**config.mk**
```make
export PLATFORM = sky130hd
export DESIGN_NAME = pfrec_committer
export DESIGN_NICKNAME = d
export VERILOG_FILES = /design/src/rtl/pfrec_pkg.sv /design/src/rtl/pfrec_crc.sv /design/src/rtl/pfrec_ledger.sv /design/src/rtl/pfrec_wdog.sv /design/src/rtl/pfrec_committer.sv
export SDC_FILE = /design/constraint.sdc
export NUM_CORES = 1
export LEC_CHECK = 0
export ABC_AREA = 0
export BUFFER_PORTS_ARGS = -buffer_cell sky130_fd_sc_hd__buf_2
export CAP_MARGIN = 10
export CORE_UTILIZATION = 60
export CTS_CLUSTER_DIAMETER = 40
export DETAILED_ROUTE_END_ITERATION = 6
export PLACE_DENSITY_LB_ADDON = 0.1
export SLEW_MARGIN = 20
export SYNTH_ARGS = -nofsm -noshare
export SYNTH_HDL_FRONTEND = slang
export SYNTH_SLANG_ARGS = --single-unit
export TNS_END_PERCENT = 10
```
**constraint.sdc**
```tcl
create_clock -name clk -period 13.62 [get_ports clk]
set_clock_uncertainty 0.2 [all_clocks]
set_input_delay 2.724 -clock clk [delete_from_list [all_inputs] [get_ports clk]]
set_output_delay 2.724 -clock clk [all_outputs]
set_load 0.005 [all_outputs]
```
**src/rtl/pfrec_pkg.sv**
```systemverilog
package pfrec_pkg;
  typedef enum logic {CS_IDLE, CS_WRITE} cstate_e;
  localparam logic [15:0] CRC_POLY = 16'h1021;
  localparam logic [15:0] CRC_SEED = 16'hFFFF;
endpackage

```
**src/rtl/pfrec_crc.sv**
```systemverilog
module pfrec_crc #(
  parameter int DW = 16
) (
  input  logic          clk,
  input  logic          rst,
  input  logic          init,
  input  logic          en,
  input  logic [DW-1:0] din,
  output logic [15:0]   crc_q,
  output logic [15:0]   crc_nxt
);
  import pfrec_pkg::*;

  // bit-serial fold of one full word, MSB first
  always_comb begin
    logic [15:0] c;
    logic        fb;
    c = crc_q;
    for (int b = DW - 1; b >= 0; b--) begin
      fb = c[15] ^ din[b];
      c  = {c[14:0], 1'b0};
      if (fb) c = c ^ CRC_POLY;
    end
    crc_nxt = c;
  end

  always_ff @(posedge clk) begin
    if (rst)       crc_q <= CRC_SEED;
    else if (init) crc_q <= CRC_SEED;
    else if (en)   crc_q <= crc_nxt;
  end
endmodule

```
**src/rtl/pfrec_ledger.sv**
```systemverilog
module pfrec_ledger #(
  parameter int SLOTS  = 4,
  parameter int SLOT_W = 2,
  parameter int DW     = 16
) (
  input  logic              clk,
  input  logic              rst,
  input  logic              start,
  input  logic              commit,
  output logic [SLOT_W-1:0] slot_cur,
  output logic [DW-1:0]     seq_q
);
  localparam logic [SLOT_W-1:0] LAST_SLOT = SLOT_W'(SLOTS - 1);

  logic [SLOT_W-1:0] slot_nxt_q;

  always_ff @(posedge clk) begin
    if (rst) begin
      slot_nxt_q <= '0;
      slot_cur   <= '0;
    end else if (start) begin
      slot_cur   <= slot_nxt_q;
      slot_nxt_q <= (slot_nxt_q == LAST_SLOT) ? '0 : slot_nxt_q + 1'b1;
    end
  end

  always_ff @(posedge clk) begin
    if (rst)         seq_q <= '0;
    else if (commit) seq_q <= seq_q + 1'b1;
  end
endmodule

```
**src/rtl/pfrec_wdog.sv**
```systemverilog
module pfrec_wdog #(
  parameter int TMO = 16
) (
  input  logic clk,
  input  logic rst,
  input  logic clear,
  input  logic stall,
  output logic expire
);
  localparam int CW = $clog2(TMO + 1);
  localparam logic [CW-1:0] LIMIT = CW'(TMO - 1);

  logic [CW-1:0] cnt_q;

  assign expire = stall && (cnt_q == LIMIT);

  always_ff @(posedge clk) begin
    if (rst || clear) cnt_q <= '0;
    else if (stall)   cnt_q <= cnt_q + 1'b1;
  end
endmodule

```
**src/rtl/pfrec_committer.sv**
```systemverilog
module pfrec_committer #(
  parameter int          DW        = 16,
  parameter int          P         = 8,
  parameter int          SLOTS     = 4,
  parameter int          TMO       = 16,
  parameter logic [15:0] MARK_WORD = 16'hA55A,
  parameter int          OFF_W     = $clog2(P + 3),
  parameter int          SLOT_W    = (SLOTS > 1) ? $clog2(SLOTS) : 1,
  parameter int          AW        = SLOT_W + OFF_W
) (
  input  logic            clk,
  input  logic            rst,
  input  logic            req_i,
  input  logic [P*DW-1:0] rec_i,
  input  logic            vlow_i,
  output logic            busy_o,
  output logic            flush_started_o,
  output logic            done_o,
  output logic            abort_o,
  output logic            tmo_err_o,
  output logic            nvm_we_o,
  output logic [AW-1:0]   nvm_addr_o,
  output logic [DW-1:0]   nvm_wdata_o,
  input  logic            nvm_rdy_i
);
  import pfrec_pkg::*;

  localparam logic [OFF_W-1:0] CRC_OFF = OFF_W'(P);
  localparam logic [OFF_W-1:0] SEQ_OFF = OFF_W'(P + 1);
  localparam logic [OFF_W-1:0] MRK_OFF = OFF_W'(P + 2);

  cstate_e           st_q;
  logic [DW-1:0]     pbuf [P];
  logic [OFF_W-1:0]  off_q;
  logic [OFF_W-1:0]  off_inc;
  logic              we_q;
  logic [DW-1:0]     wd_q;
  logic              fs_q, done_q, ab_q, er_q;
  logic [SLOT_W-1:0] slot_cur;
  logic [DW-1:0]     seq_q;
  logic [15:0]       crc_q, crc_nxt;
  logic [DW-1:0]     word_nxt;
  logic              xfer, mark_xfer, start, commit, abort_now, tmo_hit;

  assign xfer      = we_q && nvm_rdy_i;
  assign mark_xfer = xfer && (off_q == MRK_OFF);
  assign start     = (st_q == CS_IDLE) && req_i && !vlow_i;
  assign commit    = (st_q == CS_WRITE) && mark_xfer;
  assign abort_now = (st_q == CS_WRITE) && !mark_xfer && vlow_i;
  assign off_inc   = off_q + 1'b1;

  pfrec_crc #(.DW(DW)) u_crc (
    .clk     (clk),
    .rst     (rst),
    .init    (start),
    .en      (xfer && (off_q < CRC_OFF)),
    .din     (wd_q),
    .crc_q   (crc_q),
    .crc_nxt (crc_nxt)
  );

  pfrec_ledger #(.SLOTS(SLOTS), .SLOT_W(SLOT_W), .DW(DW)) u_ledger (
    .clk      (clk),
    .rst      (rst),
    .start    (start),
    .commit   (commit),
    .slot_cur (slot_cur),
    .seq_q    (seq_q)
  );

  pfrec_wdog #(.TMO(TMO)) u_wdog (
    .clk    (clk),
    .rst    (rst),
    .clear  (!we_q || xfer),
    .stall  (we_q && !nvm_rdy_i),
    .expire (tmo_hit)
  );

  // payload capture; plain register array without reset
  always_ff @(posedge clk) begin
    if (start) begin
      for (int k = 0; k < P; k++) pbuf[k] <= rec_i[k*DW +: DW];
    end
  end

  // data for the word that follows the one now being accepted
  always_comb begin
    word_nxt = '0;
    for (int k = 0; k < P; k++) begin
      if (off_inc == OFF_W'(k)) word_nxt = pbuf[k];
    end
    if (off_inc == CRC_OFF) word_nxt = DW'(crc_nxt);
    if (off_inc == SEQ_OFF) word_nxt = seq_q;
    if (off_inc == MRK_OFF) word_nxt = DW'(MARK_WORD);
  end

  always_ff @(posedge clk) begin
    if (rst) begin
      st_q   <= CS_IDLE;
      off_q  <= '0;
      we_q   <= 1'b0;
      wd_q   <= '0;
      fs_q   <= 1'b0;
      done_q <= 1'b0;
      ab_q   <= 1'b0;
      er_q   <= 1'b0;
    end else begin
      fs_q   <= 1'b0;
      done_q <= 1'b0;
      ab_q   <= 1'b0;
      er_q   <= 1'b0;
      case (st_q)
        CS_IDLE: begin
          if (start) begin
            st_q  <= CS_WRITE;
            off_q <= '0;
            we_q  <= 1'b1;
            wd_q  <= rec_i[DW-1:0];
            fs_q  <= 1'b1;
          end
        end
        CS_WRITE: begin
          if (commit) begin
            st_q   <= CS_IDLE;
            we_q   <= 1'b0;
            done_q <= 1'b1;
          end else if (abort_now) begin
            st_q <= CS_IDLE;
            we_q <= 1'b0;
            ab_q <= 1'b1;
          end else if (xfer) begin
            off_q <= off_inc;
            wd_q  <= word_nxt;
          end else if (tmo_hit) begin
            st_q <= CS_IDLE;
            we_q <= 1'b0;
            er_q <= 1'b1;
          end
        end
        default: st_q <= CS_IDLE;
      endcase
    end
  end

  assign busy_o          = (st_q == CS_WRITE);
  assign flush_started_o = fs_q;
  assign done_o          = done_q;
  assign abort_o         = ab_q;
  assign tmo_err_o       = er_q;
  assign nvm_we_o        = we_q;
  assign nvm_addr_o      = {slot_cur, off_q};
  assign nvm_wdata_o     = wd_q;
endmodule

```
==> run_summary.xml, run 1 <==
<?xml version="1.0" encoding="UTF-8"?>
<metrics>
  <group name="placement">
    <metric name="dpl.hpwl" unit="um">17800</metric>
    <metric name="gp_routability_congestion" unit="">0.986</metric>
    <metric name="buffer_ports.inserted" unit="">160</metric>
    <metric name="detailed_place.area" unit="um^2">9950</metric>
  </group>
  <group name="synth">
    <metric name="main_area_contributors_after_synthesis" unit="">sky130_fd_sc_hd__edfxtp_1, sky130_fd_sc_hd__dfxtp_1, sky130_fd_sc_hd__xnor2_1</metric>
    <metric name="yosys.cell_types.count" unit="">67</metric>
    <metric name="register_area_share_after_synthesis" unit="%">57.2</metric>
    <metric name="synth_largest_type_area_fraction" unit="%">42.4</metric>
    <metric name="synth_enable_flop_cells" unit="">128</metric>
    <metric name="synth_area_per_cell" unit="um^2">11.0</metric>
    <metric name="ys_warn_count" unit="">0</metric>
    <metric name="syn-instance-count" unit="">825</metric>
    <metric name="yosys_most_used_dff" unit="">sky130_fd_sc_hd__edfxtp_1</metric>
    <metric name="ys_async_sr_fraction" unit="%">0</metric>
    <metric name="synth_top_cell_by_area" unit="">sky130_fd_sc_hd__edfxtp_1</metric>
    <metric name="synth.net_count" unit="">968</metric>
    <metric name="netlist_area" unit="um^2">9060</metric>
    <metric name="ys_ff_latch" unit="">195</metric>
  </group>
  <group name="routing">
    <metric name="drt-pass1-iter-count" unit="">7</metric>
    <metric name="drt_first_iter_violations" unit="">819</metric>
    <metric name="detail_route.wirelength" unit="um">24800</metric>
    <metric name="detail_route.vias_per_cell" unit="">6.34</metric>
    <metric name="drt_drc" unit="">18</metric>
    <metric name="routed_length_per_placed_instance" unit="um">21.5</metric>
    <metric name="ant_nets" unit="">0</metric>
    <metric name="dr_total_vias" unit="">7338</metric>
  </group>
  <group name="clock_tree">
    <metric name="post-cts-setup-buffers" unit="">0</metric>
    <metric name="clkLatencyLatePin" unit="ps">440</metric>
    <metric name="clock_sink_count" unit="">195</metric>
    <metric name="post_cts_resized" unit="">0</metric>
    <metric name="cts_inserted_buffers" unit="">17</metric>
    <metric name="htree_num_levels" unit="">4</metric>
    <metric name="cts_tree" unit="">yes</metric>
    <metric name="cts_clk_pin_slew_worst_paths" unit="ps">70</metric>
    <metric name="hold_buffers" unit="">0</metric>
    <metric name="cts_root_buffer" unit="">sky130_fd_sc_hd__clkbuf_16</metric>
    <metric name="cts_buffer_depth" unit="">2</metric>
  </group>
  <group name="power_and_ir_drop">
    <metric name="p_leak" unit="nW">4.01</metric>
    <metric name="power.density_cell_area" unit="nW/um^2">128</metric>
    <metric name="worst_ir_drop_vdd" unit="mV">0.102</metric>
  </group>
  <group name="critical_path">
    <metric name="reg2reg_end" unit="">nvm_wdata_o[15]</metric>
    <metric name="critPathArrivalTime" unit="ps">5570</metric>
    <metric name="worst_r2r_path_depth" unit="">10</metric>
    <metric name="r2r-start" unit="">off_q[0]</metric>
    <metric name="timing.setup.critical_path_class" unit="">in2reg</metric>
    <metric name="crit_required" unit="ps">13770</metric>
    <metric name="timing.critical_path.fanout_max" unit="">69</metric>
    <metric name="crit_end" unit="">u_crc.crc_q[14]</metric>
    <metric name="end_kind" unit="">register</metric>
    <metric name="setup.worst_path.start" unit="">req_i</metric>
    <metric name="reg2reg_slack" unit="ps">9490</metric>
    <metric name="worst_setup_path_start_kind" unit="">input pin</metric>
  </group>
  <group name="final_layout">
    <metric name="filler_cell_count" unit="">1057</metric>
    <metric name="areaGrowthSynthToFinish" unit="%">16.3</metric>
    <metric name="antenna_cells" unit="">0</metric>
    <metric name="finish.net_count" unit="">1103</metric>
    <metric name="multi_input_area" unit="um^2">3620</metric>
    <metric name="post-route-cell-area" unit="um^2">10500</metric>
    <metric name="final-seq-area" unit="um^2">5180</metric>
    <metric name="fraction_of_final_layout_cells_with_drive_strength_greater_than_1" unit="%">22.6</metric>
  </group>
  <group name="outcome">
    <metric name="violations" unit="">design-rule violations</metric>
    <metric name="run_status" unit="">complete, but fails checks</metric>
  </group>
  <group name="die">
    <metric name="initial_utilization" unit="%">61.9</metric>
    <metric name="die_area" unit="um^2">15600</metric>
    <metric name="fp.dieH" unit="um">125</metric>
    <metric name="core.rowCount" unit="">44</metric>
    <metric name="floorplan_core_area" unit="um^2">14600</metric>
    <metric name="die_w" unit="um">125</metric>
    <metric name="io_pins" unit="">161</metric>
  </group>
  <group name="timing">
    <metric name="rsz0062_at_grt" unit="">false</metric>
    <metric name="worstMarginPinSlew" unit="ps">1130</metric>
    <metric name="period_minus_slack" unit="ps">5420</metric>
    <metric name="period_share" unit="%">39.8</metric>
    <metric name="timing.hold.ws" unit="ps">260</metric>
    <metric name="finalSetupViolations" unit="">0</metric>
    <metric name="tns" unit="ps">0</metric>
    <metric name="final_hold_violating_endpoints" unit="">0</metric>
    <metric name="final_max_slew_viols" unit="">0</metric>
    <metric name="relSlewSlack" unit="%">24.5</metric>
    <metric name="max_freq" unit="MHz">184</metric>
  </group>
  <group name="grt">
    <metric name="grt_antenna_before_repair" unit="">1</metric>
    <metric name="first_global_vias" unit="">6940</metric>
    <metric name="grt_overflow_total" unit="">0</metric>
    <metric name="global_route.usage.total" unit="%">33.0</metric>
    <metric name="grt_pass1_wl" unit="um">38600</metric>
    <metric name="largest_net_degree_at_the_start_of_global_routing" unit="">70</metric>
  </group>
  <group name="worst_hold_path">
    <metric name="holdCritPathClass" unit="">reg2reg</metric>
  </group>
  <group name="run">
    <metric name="timing.max_cap.violations" unit="">0</metric>
  </group>
</metrics>
power breakdown:
group	switching, mW	total (mW)	internal (mW)
Sequential	0.0146	0.671	0.656
Combinational	0.104	0.180	0.0770
Clock	0.242	0.497	0.255
state kept, by name, summed over array words and instances (netlist names):
| name | count |
|---|---|
| off_q | 4 |
| u_wdog.cnt_q | 5 |
| u_crc.crc_q | 16 |
| nvm_we_o | 1 |
| done_o | 1 |
| u_ledger.seq_q | 16 |
| u_ledger.slot_nxt_q | 2 |
| pbuf | 128 |
| nvm_wdata_o | 16 |
| u_ledger.slot_cur | 2 |
| tmo_err_o | 1 |
| abort_o | 1 |
| flush_started_o | 1 |
| busy_o | 1 |
worst max-delay path, stage by stage:
cell	delay (ps)
sky130_fd_sc_hd__buf_2	110
sky130_fd_sc_hd__nor2b_1	220
sky130_fd_sc_hd__nand2b_1	270
sky130_fd_sc_hd__inv_4	620
sky130_fd_sc_hd__buf_4	810
sky130_fd_sc_hd__nor2_1	500
sky130_fd_sc_hd__o211ai_1	210
metal layers:
layer | vias up | track usage, % | share of wire (%)
met5 | - | 0 | 0.048
met4 | 2 | 12.5 | 3.3
met3 | 57 | 6.96 | 8.2
met2 | 430 | 51.1 | 45
met1 | 3512 | 45.8 | 43
li1 | 3337 | - | -
layout make-up:
class / count / share of cell area (%)
Multi-Input combinational cell: 565 / 34.4
Sequential cell: 195 / 49.2
Tap cell: 184 / 2.19
Inverter: 13 / 0.487
Clock inverter: 14 / 1.27
Timing Repair Buffer: 168 / 8.17
Clock buffer: 18 / 4.28
cell usage in the layout, fill, tap and decap left out, types with 11 or more instances in the layout:
master and count:
sky130_fd_sc_hd__buf_2 160, sky130_fd_sc_hd__nand2_1 88, sky130_fd_sc_hd__o22ai_1 14, sky130_fd_sc_hd__clkbuf_16 18, sky130_fd_sc_hd__o211ai_1 13, sky130_fd_sc_hd__xor2_1 17, sky130_fd_sc_hd__and3_1 12, sky130_fd_sc_hd__xnor2_1 41
sky130_fd_sc_hd__dfxtp_1 67, sky130_fd_sc_hd__a21oi_1 68, sky130_fd_sc_hd__o21ai_0 58, sky130_fd_sc_hd__edfxtp_1 128, sky130_fd_sc_hd__inv_1 12, sky130_fd_sc_hd__nand3_1 18, sky130_fd_sc_hd__nor2_1 59, sky130_fd_sc_hd__a221oi_1 11
through the flow:
| step | total power, mW | util (%) | setup WS, ps | instances |
|---|---|---|---|---|
| floorplan | 0.799 | - | 6760 | 825 |
| global placement | 0.855 | 67.9 | 8010 | 1125 |
| detailed placement | 0.859 | 67.9 | 7790 | 1125 |
| CTS | 1.35 | 71.9 | 8260 | 1157 |
| global route | 1.39 | 71.9 | 7980 | 1157 |
| finish | 1.35 | 71.9 | 8200 | 1157 |
Yosys cell counts, drive strengths merged, types with 11 or more instances:
library cell	n
o21ai	60
edfxtp	128
xor2	19
a21oi	68
inv	13
xnor2	49
o22ai	14
o211ai	13
clkbuf	42
nor3	11
a221oi	11
and3	12
nand3	18
nor2	59
nand2	89
dfxtp	67
cell families after synthesis:
group	count (synthesis)	share of synthesized area [%]
AOI/OAI and AO/OA	244	17.5
and+or+nand+nor	238	12.3
DFF	195	57.2
xor gates and xnor gates	72	8.66
buffers and inverters	65	2.80
adders and majority gates	10	1.38
muxes	1	0.110
worst min-delay path by stage:
| stage | startpoint | to | slack [ps] | cells after the start |
|---|---|---|---|---|
| after floorplan | u_wdog.cnt_q[0] | u_wdog.cnt_q[0] | 220 | 1 |
| after global placement | u_wdog.cnt_q[0] | u_wdog.cnt_q[0] | 230 | 1 |
| after detailed placement | u_wdog.cnt_q[0] | u_wdog.cnt_q[0] | 250 | 1 |
| after CTS | u_wdog.cnt_q[0] | u_wdog.cnt_q[0] | 260 | 1 |
| after global routing | u_wdog.cnt_q[0] | u_wdog.cnt_q[0] | 280 | 1 |
| final | u_ledger.slot_cur[1] | u_ledger.slot_cur[1] | 260 | 2 |
No activity file was read; power rests on OpenSTA's default activity.
==> run 2, diff against run 1 <==
--- a/config.mk
+++ b/config.mk
@@ -8,7 +8,7 @@
 export ABC_AREA = 0
 export BUFFER_PORTS_ARGS = -buffer_cell sky130_fd_sc_hd__buf_2
 export CAP_MARGIN = 10
-export CORE_UTILIZATION = 60
+export CORE_UTILIZATION = 56
 export CTS_CLUSTER_DIAMETER = 40
 export DETAILED_ROUTE_END_ITERATION = 6
 export PLACE_DENSITY_LB_ADDON = 0.1
==> constraint.sdc (replaced) <==
create_clock -name clk -period 5.4 [get_ports clk]
set_clock_uncertainty 0.2 [all_clocks]
set_input_delay 1.08 -clock clk [delete_from_list [all_inputs] [get_ports clk]]
set_output_delay 1.08 -clock clk [all_outputs]
set_load 0.005 [all_outputs]
==> run 2 against run 1 <==
Net effect:
- the run now ends clean
- register-to-register slack lost 7400 ps
- cell count rose by 2.8%
- count of clock-buffer cells in the layout fell by 1
==> run_summary.xml, run 2 (synthesis gave the netlist of run 1 again) <==
<?xml version="1.0" encoding="UTF-8"?>
<metrics>
  <group name="outcome">
    <metric name="run_status" unit="">finished clean</metric>
  </group>
  <group name="placement">
    <metric name="detailed_place.area" unit="um^2">9990</metric>
    <metric name="buffer_ports.inserted" unit="">160</metric>
    <metric name="dpl.hpwl" unit="um">18200</metric>
    <metric name="post-place-cells" unit="">1157</metric>
    <metric name="gp_routability_congestion" unit="">0.919</metric>
  </group>
  <group name="routing">
    <metric name="routed_length_per_placed_instance" unit="um">21.3</metric>
    <metric name="ant_nets" unit="">0</metric>
    <metric name="routed-wl-met3" unit="um">2270</metric>
    <metric name="dr_total_vias" unit="">7302</metric>
    <metric name="drt_drc" unit="">0</metric>
    <metric name="drt-pass1-iter-count" unit="">5</metric>
    <metric name="top_layer_used" unit="">met4</metric>
    <metric name="wl_met2" unit="um">11300</metric>
    <metric name="detail_route.wirelength" unit="um">25300</metric>
    <metric name="wirelength_met1" unit="um">11000</metric>
    <metric name="drt_first_iter_violations" unit="">742</metric>
    <metric name="detail_route.vias_per_cell" unit="">6.14</metric>
  </group>
  <group name="final_layout">
    <metric name="fraction_of_final_layout_cells_with_drive_strength_greater_than_1" unit="%">22.8</metric>
    <metric name="multi_input_area" unit="um^2">3630</metric>
    <metric name="antenna_cells" unit="">0</metric>
    <metric name="most-common-layout-cells" unit="">sky130_fd_sc_hd__buf_2, sky130_fd_sc_hd__edfxtp_1, sky130_fd_sc_hd__nand2_1, sky130_fd_sc_hd__a21oi_1, sky130_fd_sc_hd__dfxtp_1</metric>
    <metric name="final_cells" unit="">1189</metric>
    <metric name="filler_cell_count" unit="">1194</metric>
    <metric name="largest_reg_flops" unit="">128</metric>
    <metric name="finish.net_count" unit="">1103</metric>
    <metric name="mostFrequentLayoutCell" unit="">sky130_fd_sc_hd__buf_2</metric>
    <metric name="registers.top_by_ff_count" unit="">pbuf</metric>
    <metric name="final-seq-area" unit="um^2">5180</metric>
    <metric name="areaGrowthSynthToFinish" unit="%">17.4</metric>
    <metric name="post-route-cell-area" unit="um^2">10600</metric>
  </group>
  <group name="worst_hold_path">
    <metric name="holdCritPathClass" unit="">reg2reg</metric>
    <metric name="min_delay_path_depth" unit="">1</metric>
    <metric name="worst_min_path_start" unit="">u_wdog.cnt_q[0]</metric>
    <metric name="whs_endpoint" unit="">u_wdog.cnt_q[0]</metric>
  </group>
  <group name="critical_path">
    <metric name="reg2reg_end" unit="">nvm_wdata_o[0]</metric>
    <metric name="r2r-start" unit="">off_q[1]</metric>
    <metric name="timing.critical_path.fanout_max" unit="">36</metric>
    <metric name="critPathArrivalTime" unit="ps">3480</metric>
    <metric name="crit_required" unit="ps">5540</metric>
    <metric name="end_kind" unit="">register</metric>
    <metric name="worst_setup_path_start_kind" unit="">register</metric>
    <metric name="reg2reg_slack" unit="ps">2060</metric>
    <metric name="worst_r2r_path_depth" unit="">7</metric>
    <metric name="timing.setup.critical_path_class" unit="">reg2reg</metric>
  </group>
  <group name="die">
    <metric name="die_w" unit="um">129</metric>
    <metric name="fp.dieH" unit="um">129</metric>
    <metric name="io_pins" unit="">161</metric>
    <metric name="core.rowCount" unit="">46</metric>
    <metric name="floorplan_core_area" unit="um^2">15800</metric>
    <metric name="initial_utilization" unit="%">57.2</metric>
    <metric name="die_area" unit="um^2">16700</metric>
  </group>
  <group name="timing">
    <metric name="period_minus_slack" unit="ps">3340</metric>
    <metric name="relSlewSlack" unit="%">33.9</metric>
    <metric name="final_max_slew_viols" unit="">0</metric>
    <metric name="tns" unit="ps">0</metric>
    <metric name="rsz0062_at_grt" unit="">false</metric>
    <metric name="period_share" unit="%">61.8</metric>
    <metric name="finalSetupViolations" unit="">0</metric>
    <metric name="final_hold_violating_endpoints" unit="">0</metric>
    <metric name="max_freq" unit="MHz">300</metric>
    <metric name="worstMarginPinSlew" unit="ps">992</metric>
  </group>
  <group name="power_and_ir_drop">
    <metric name="worst_ir_drop_vdd" unit="mV">0.241</metric>
    <metric name="power.density_cell_area" unit="nW/um^2">332</metric>
    <metric name="p_leak" unit="nW">4.03</metric>
  </group>
  <group name="grt">
    <metric name="first_global_vias" unit="">6853</metric>
    <metric name="grt_overflow_total" unit="">0</metric>
    <metric name="grt_pass1_wl" unit="um">38500</metric>
    <metric name="largest_net_degree_at_the_start_of_global_routing" unit="">79</metric>
    <metric name="global_route.usage.total" unit="%">31.2</metric>
    <metric name="grt_antenna_before_repair" unit="">0</metric>
  </group>
  <group name="clock_tree">
    <metric name="cts_tree" unit="">yes</metric>
    <metric name="clock_sink_count" unit="">195</metric>
    <metric name="hold_buffers" unit="">0</metric>
    <metric name="post_cts_resized" unit="">0</metric>
    <metric name="cts_root_buffer" unit="">sky130_fd_sc_hd__clkbuf_16</metric>
    <metric name="htree_num_levels" unit="">4</metric>
    <metric name="post-cts-setup-buffers" unit="">0</metric>
    <metric name="cts_clk_pin_slew_worst_paths" unit="ps">70</metric>
    <metric name="cts_buffer_depth" unit="">2</metric>
    <metric name="cts_inserted_buffers" unit="">17</metric>
    <metric name="clkLatencyLatePin" unit="ps">440</metric>
  </group>
  <group name="run">
    <metric name="timing.max_cap.violations" unit="">0</metric>
  </group>
</metrics>
## run 2: per-layer routing
| layer | GRT usage [%] | up-vias |
|---|---|---|
| met4 | 12.0 | 0 |
| li1 | - | 3331 |
| met2 | 46.6 | 442 |
| met1 | 45.0 | 3473 |
| met5 | 0 | - |
| met3 | 5.99 | 56 |
## run 2: final cells by class
type | count | area share, %
Tap cell | 216 | 2.54
Clock buffer | 17 | 4.00
Inverter | 13 | 0.482
Multi-Input combinational cell | 565 | 34.1
Timing Repair Buffer | 168 | 8.09
Clock inverter | 15 | 2.01
Sequential cell | 195 | 48.7
## run 2: how the worst max path moves through the flow
stage                   from              end  slack, ps  depth (start not counted)
global route        off_q[0]  nvm_wdata_o[13]       1840                         10
finish              off_q[1]   nvm_wdata_o[0]       2060                          7
global placement      vlow_i  u_crc.crc_q[14]       1910                          5
CTS                 off_q[1]   nvm_wdata_o[0]       2170                          7
floorplan              req_i  u_crc.crc_q[14]        190                          7
detailed placement    vlow_i   u_crc.crc_q[2]       1700                          5
## run 2: metrics by stage
| stage | util, % | hold slack (ps) | worst slack [ps] | power (mW) |
|---|---|---|---|---|
| 2_1_floorplan | - | 218 | 185 | 2.02 |
| 3_3_place_gp | 63.1 | 226 | 1910 | 2.17 |
| 3_5_place_dp | 63.1 | 241 | 1700 | 2.17 |
| 4_1_cts | 67.2 | 254 | 2170 | 3.54 |
| 5_1_grt | 67.2 | 274 | 1840 | 3.64 |
| 6_report | 67.2 | 252 | 2060 | 3.53 |
## run 2: critical path: stages, from the launching register on
cell and delay, ps:
sky130_fd_sc_hd__dfxtp_1 540, sky130_fd_sc_hd__ha_1 610, sky130_fd_sc_hd__buf_4 440, sky130_fd_sc_hd__inv_1 260, sky130_fd_sc_hd__nor2_1 530, sky130_fd_sc_hd__a221o_1 250, sky130_fd_sc_hd__o2111ai_1 110, sky130_fd_sc_hd__a311oi_1 280
## run 2: report_power, final
part	switching, mW	leakage [nW]	internal, mW
registers	0.0358	1.74	1.66
clock network	0.592	0.312	0.790
logic	0.261	1.98	0.195
total	0.889	4.03	2.64
==> run 3, diff against run 2 <==
--- a/config.mk
+++ b/config.mk
@@ -8,7 +8,7 @@
 export ABC_AREA = 0
 export BUFFER_PORTS_ARGS = -buffer_cell sky130_fd_sc_hd__buf_2
 export CAP_MARGIN = 10
-export CORE_UTILIZATION = 56
+export CORE_UTILIZATION = 51
 export CTS_CLUSTER_DIAMETER = 40
 export DETAILED_ROUTE_END_ITERATION = 6
 export PLACE_DENSITY_LB_ADDON = 0.1
==> constraint.sdc (replaced) <==
create_clock -name clk -period 2.9 [get_ports clk]
set_clock_uncertainty 0.2 [all_clocks]
set_input_delay 0.58 -clock clk [delete_from_list [all_inputs] [get_ports clk]]
set_output_delay 0.58 -clock clk [all_outputs]
set_load 0.005 [all_outputs]
==> run 3 against run 2 <==
Net effect:
- via count down 0.41%
- critical path depth up 2
- final area up 3.1%
==> run_summary.xml, run 3 (synthesis gave the netlist of run 1 again) <==
<?xml version="1.0" encoding="UTF-8"?>
<metrics>
  <group name="outcome">
    <metric name="run_status" unit="">finished clean</metric>
  </group>
  <group name="routing">
    <metric name="wirelength_met1" unit="um">11400</metric>
    <metric name="ant_nets" unit="">0</metric>
    <metric name="top_layer_used" unit="">met4</metric>
    <metric name="wl_met2" unit="um">11300</metric>
    <metric name="drt-pass1-iter-count" unit="">5</metric>
    <metric name="detail_route.vias_per_cell" unit="">5.88</metric>
    <metric name="routed_length_per_placed_instance" unit="um">20.4</metric>
    <metric name="drt_drc" unit="">0</metric>
    <metric name="drt_first_iter_violations" unit="">638</metric>
    <metric name="routed-wl-met3" unit="um">2050</metric>
    <metric name="dr_total_vias" unit="">7272</metric>
    <metric name="detail_route.wirelength" unit="um">25300</metric>
  </group>
  <group name="critical_path">
    <metric name="timing.setup.critical_path_class" unit="">reg2reg</metric>
    <metric name="timing.critical_path.fanout_max" unit="">11</metric>
    <metric name="crit_required" unit="ps">3060</metric>
    <metric name="critPathArrivalTime" unit="ps">2860</metric>
    <metric name="worst_setup_path_start_kind" unit="">register</metric>
    <metric name="end_kind" unit="">register</metric>
  </group>
  <group name="worst_hold_path">
    <metric name="holdCritPathClass" unit="">in2reg</metric>
  </group>
  <group name="die">
    <metric name="floorplan_core_area" unit="um^2">17300</metric>
    <metric name="fp.dieH" unit="um">135</metric>
    <metric name="core.rowCount" unit="">48</metric>
    <metric name="die_w" unit="um">135</metric>
    <metric name="die_area" unit="um^2">18300</metric>
    <metric name="initial_utilization" unit="%">52.4</metric>
    <metric name="io_pins" unit="">161</metric>
  </group>
  <group name="clock_tree">
    <metric name="clock_sink_count" unit="">195</metric>
    <metric name="cts_buffer_depth" unit="">2</metric>
    <metric name="clkLatencyLatePin" unit="ps">450</metric>
    <metric name="htree_num_levels" unit="">4</metric>
    <metric name="cts_clk_pin_slew_worst_paths" unit="ps">80</metric>
    <metric name="hold_buffers" unit="">0</metric>
    <metric name="cts_inserted_buffers" unit="">17</metric>
    <metric name="cts_tree" unit="">yes</metric>
    <metric name="cts_root_buffer" unit="">sky130_fd_sc_hd__clkbuf_16</metric>
  </group>
  <group name="final_layout">
    <metric name="most-common-layout-cells" unit="">sky130_fd_sc_hd__buf_2, sky130_fd_sc_hd__edfxtp_1, sky130_fd_sc_hd__nand2_1, sky130_fd_sc_hd__a21oi_1, sky130_fd_sc_hd__dfxtp_1</metric>
    <metric name="mostFrequentLayoutCell" unit="">sky130_fd_sc_hd__buf_2</metric>
    <metric name="largest_reg_flops" unit="">128</metric>
    <metric name="finish.net_count" unit="">1142</metric>
    <metric name="registers.top_by_ff_count" unit="">pbuf</metric>
    <metric name="antenna_cells" unit="">0</metric>
    <metric name="fraction_of_final_layout_cells_with_drive_strength_greater_than_1" unit="%">25.8</metric>
    <metric name="areaGrowthSynthToFinish" unit="%">21.1</metric>
  </group>
  <group name="timing">
    <metric name="finalSetupViolations" unit="">0</metric>
    <metric name="max_freq" unit="MHz">371</metric>
    <metric name="final_hold_violating_endpoints" unit="">0</metric>
    <metric name="final_max_slew_viols" unit="">0</metric>
    <metric name="relSlewSlack" unit="%">43.9</metric>
    <metric name="timing.hold.ws" unit="ps">101</metric>
    <metric name="worstMarginPinSlew" unit="ps">842</metric>
    <metric name="period_share" unit="%">92.8</metric>
    <metric name="period_minus_slack" unit="ps">2690</metric>
    <metric name="rsz0062_at_grt" unit="">false</metric>
  </group>
  <group name="grt">
    <metric name="grt_pass1_wl" unit="um">38800</metric>
    <metric name="global_route.usage.total" unit="%">28.9</metric>
    <metric name="grt_antenna_before_repair" unit="">0</metric>
    <metric name="first_global_vias" unit="">6841</metric>
    <metric name="grt_overflow_total" unit="">0</metric>
    <metric name="largest_net_degree_at_the_start_of_global_routing" unit="">52</metric>
  </group>
  <group name="power_and_ir_drop">
    <metric name="design_power_total" unit="mW">6.56</metric>
    <metric name="power.density_cell_area" unit="nW/um^2">598</metric>
    <metric name="worst_ir_drop_vdd" unit="mV">0.472</metric>
    <metric name="p_leak" unit="nW">4.22</metric>
  </group>
  <group name="placement">
    <metric name="buffer_ports.inserted" unit="">160</metric>
    <metric name="gp_routability_congestion" unit="">0.920</metric>
    <metric name="dpl.hpwl" unit="um">18700</metric>
  </group>
  <group name="run">
    <metric name="timing.max_cap.violations" unit="">0</metric>
  </group>
</metrics>
## run 3: repair_timing
action                     in CTS  in global routing
buffers inserted                0                  0
resized for setup               0                  1
setup endpoints to repair       0                  1
## run 3: report_power, final
part / internal, mW / total (mW) / switching (mW) / leakage, nW
clock: 1.33 / 2.50 / 1.18 / 0.301
combinational: 0.404 / 0.913 / 0.509 / 2.18
sequential: 3.08 / 3.15 / 0.0665 / 1.74
total: 4.81 / 6.56 / 1.75 / 4.22
## run 3: cell type report
cell class                      count  area [um^2]
Sequential cell                   195         5180
Inverter                           13         52.6
Clock inverter                     15          204
Clock buffer                       17          425
Timing Repair Buffer              207         1190
Multi-Input combinational cell    565         3630
Tap cell                          225          282
Fill cell                        1433         6330
## run 3: layer usage
metal,up-vias,GRT usage [%]
met5,-,0
met2,387,43.3
li1,3420,-
met1,3422,41.4
met3,43,6.40
met4,0,9.43
## run 3: worst paths after layout
check	startpoint	to	slack (ps)	cells after the start
max	off_q[0]	nvm_wdata_o[0]	210	9
min	rec_i[92]	pbuf[1][28]	100	1
max reg2reg	off_q[0]	nvm_wdata_o[0]	210	9
min reg2reg	u_wdog.cnt_q[0]	u_wdog.cnt_q[0]	250	1
## run 3: critical path, cell delays in order, from the launching register on
cell and delay, ps:
sky130_fd_sc_hd__dfxtp_1 320, sky130_fd_sc_hd__buf_4 160, sky130_fd_sc_hd__ha_1 230, sky130_fd_sc_hd__buf_4 190, sky130_fd_sc_hd__nand2_1 70, sky130_fd_sc_hd__a21oi_1 60
sky130_fd_sc_hd__or2_2 410, sky130_fd_sc_hd__a21oi_1 500, sky130_fd_sc_hd__o2111ai_1 200, sky130_fd_sc_hd__a311oi_1 280
## run 3: per-stage QoR
stage | worst slack (ps) | utilization, % | setup TNS (ps) | std cells | area [um^2]
6_report | 207 | 63.4 | 0 | 1237 | 11000
5_1_grt | 40.3 | 63.4 | 0 | 1237 | 11000
4_1_cts | 221 | 63.4 | 0 | 1237 | 11000
3_5_place_dp | 247 | 59.8 | 0 | 1205 | 10300
3_3_place_gp | 249 | 59.8 | 0 | 1205 | 10300
2_1_floorplan | -1020 | - | -85480 | 825 | 9080
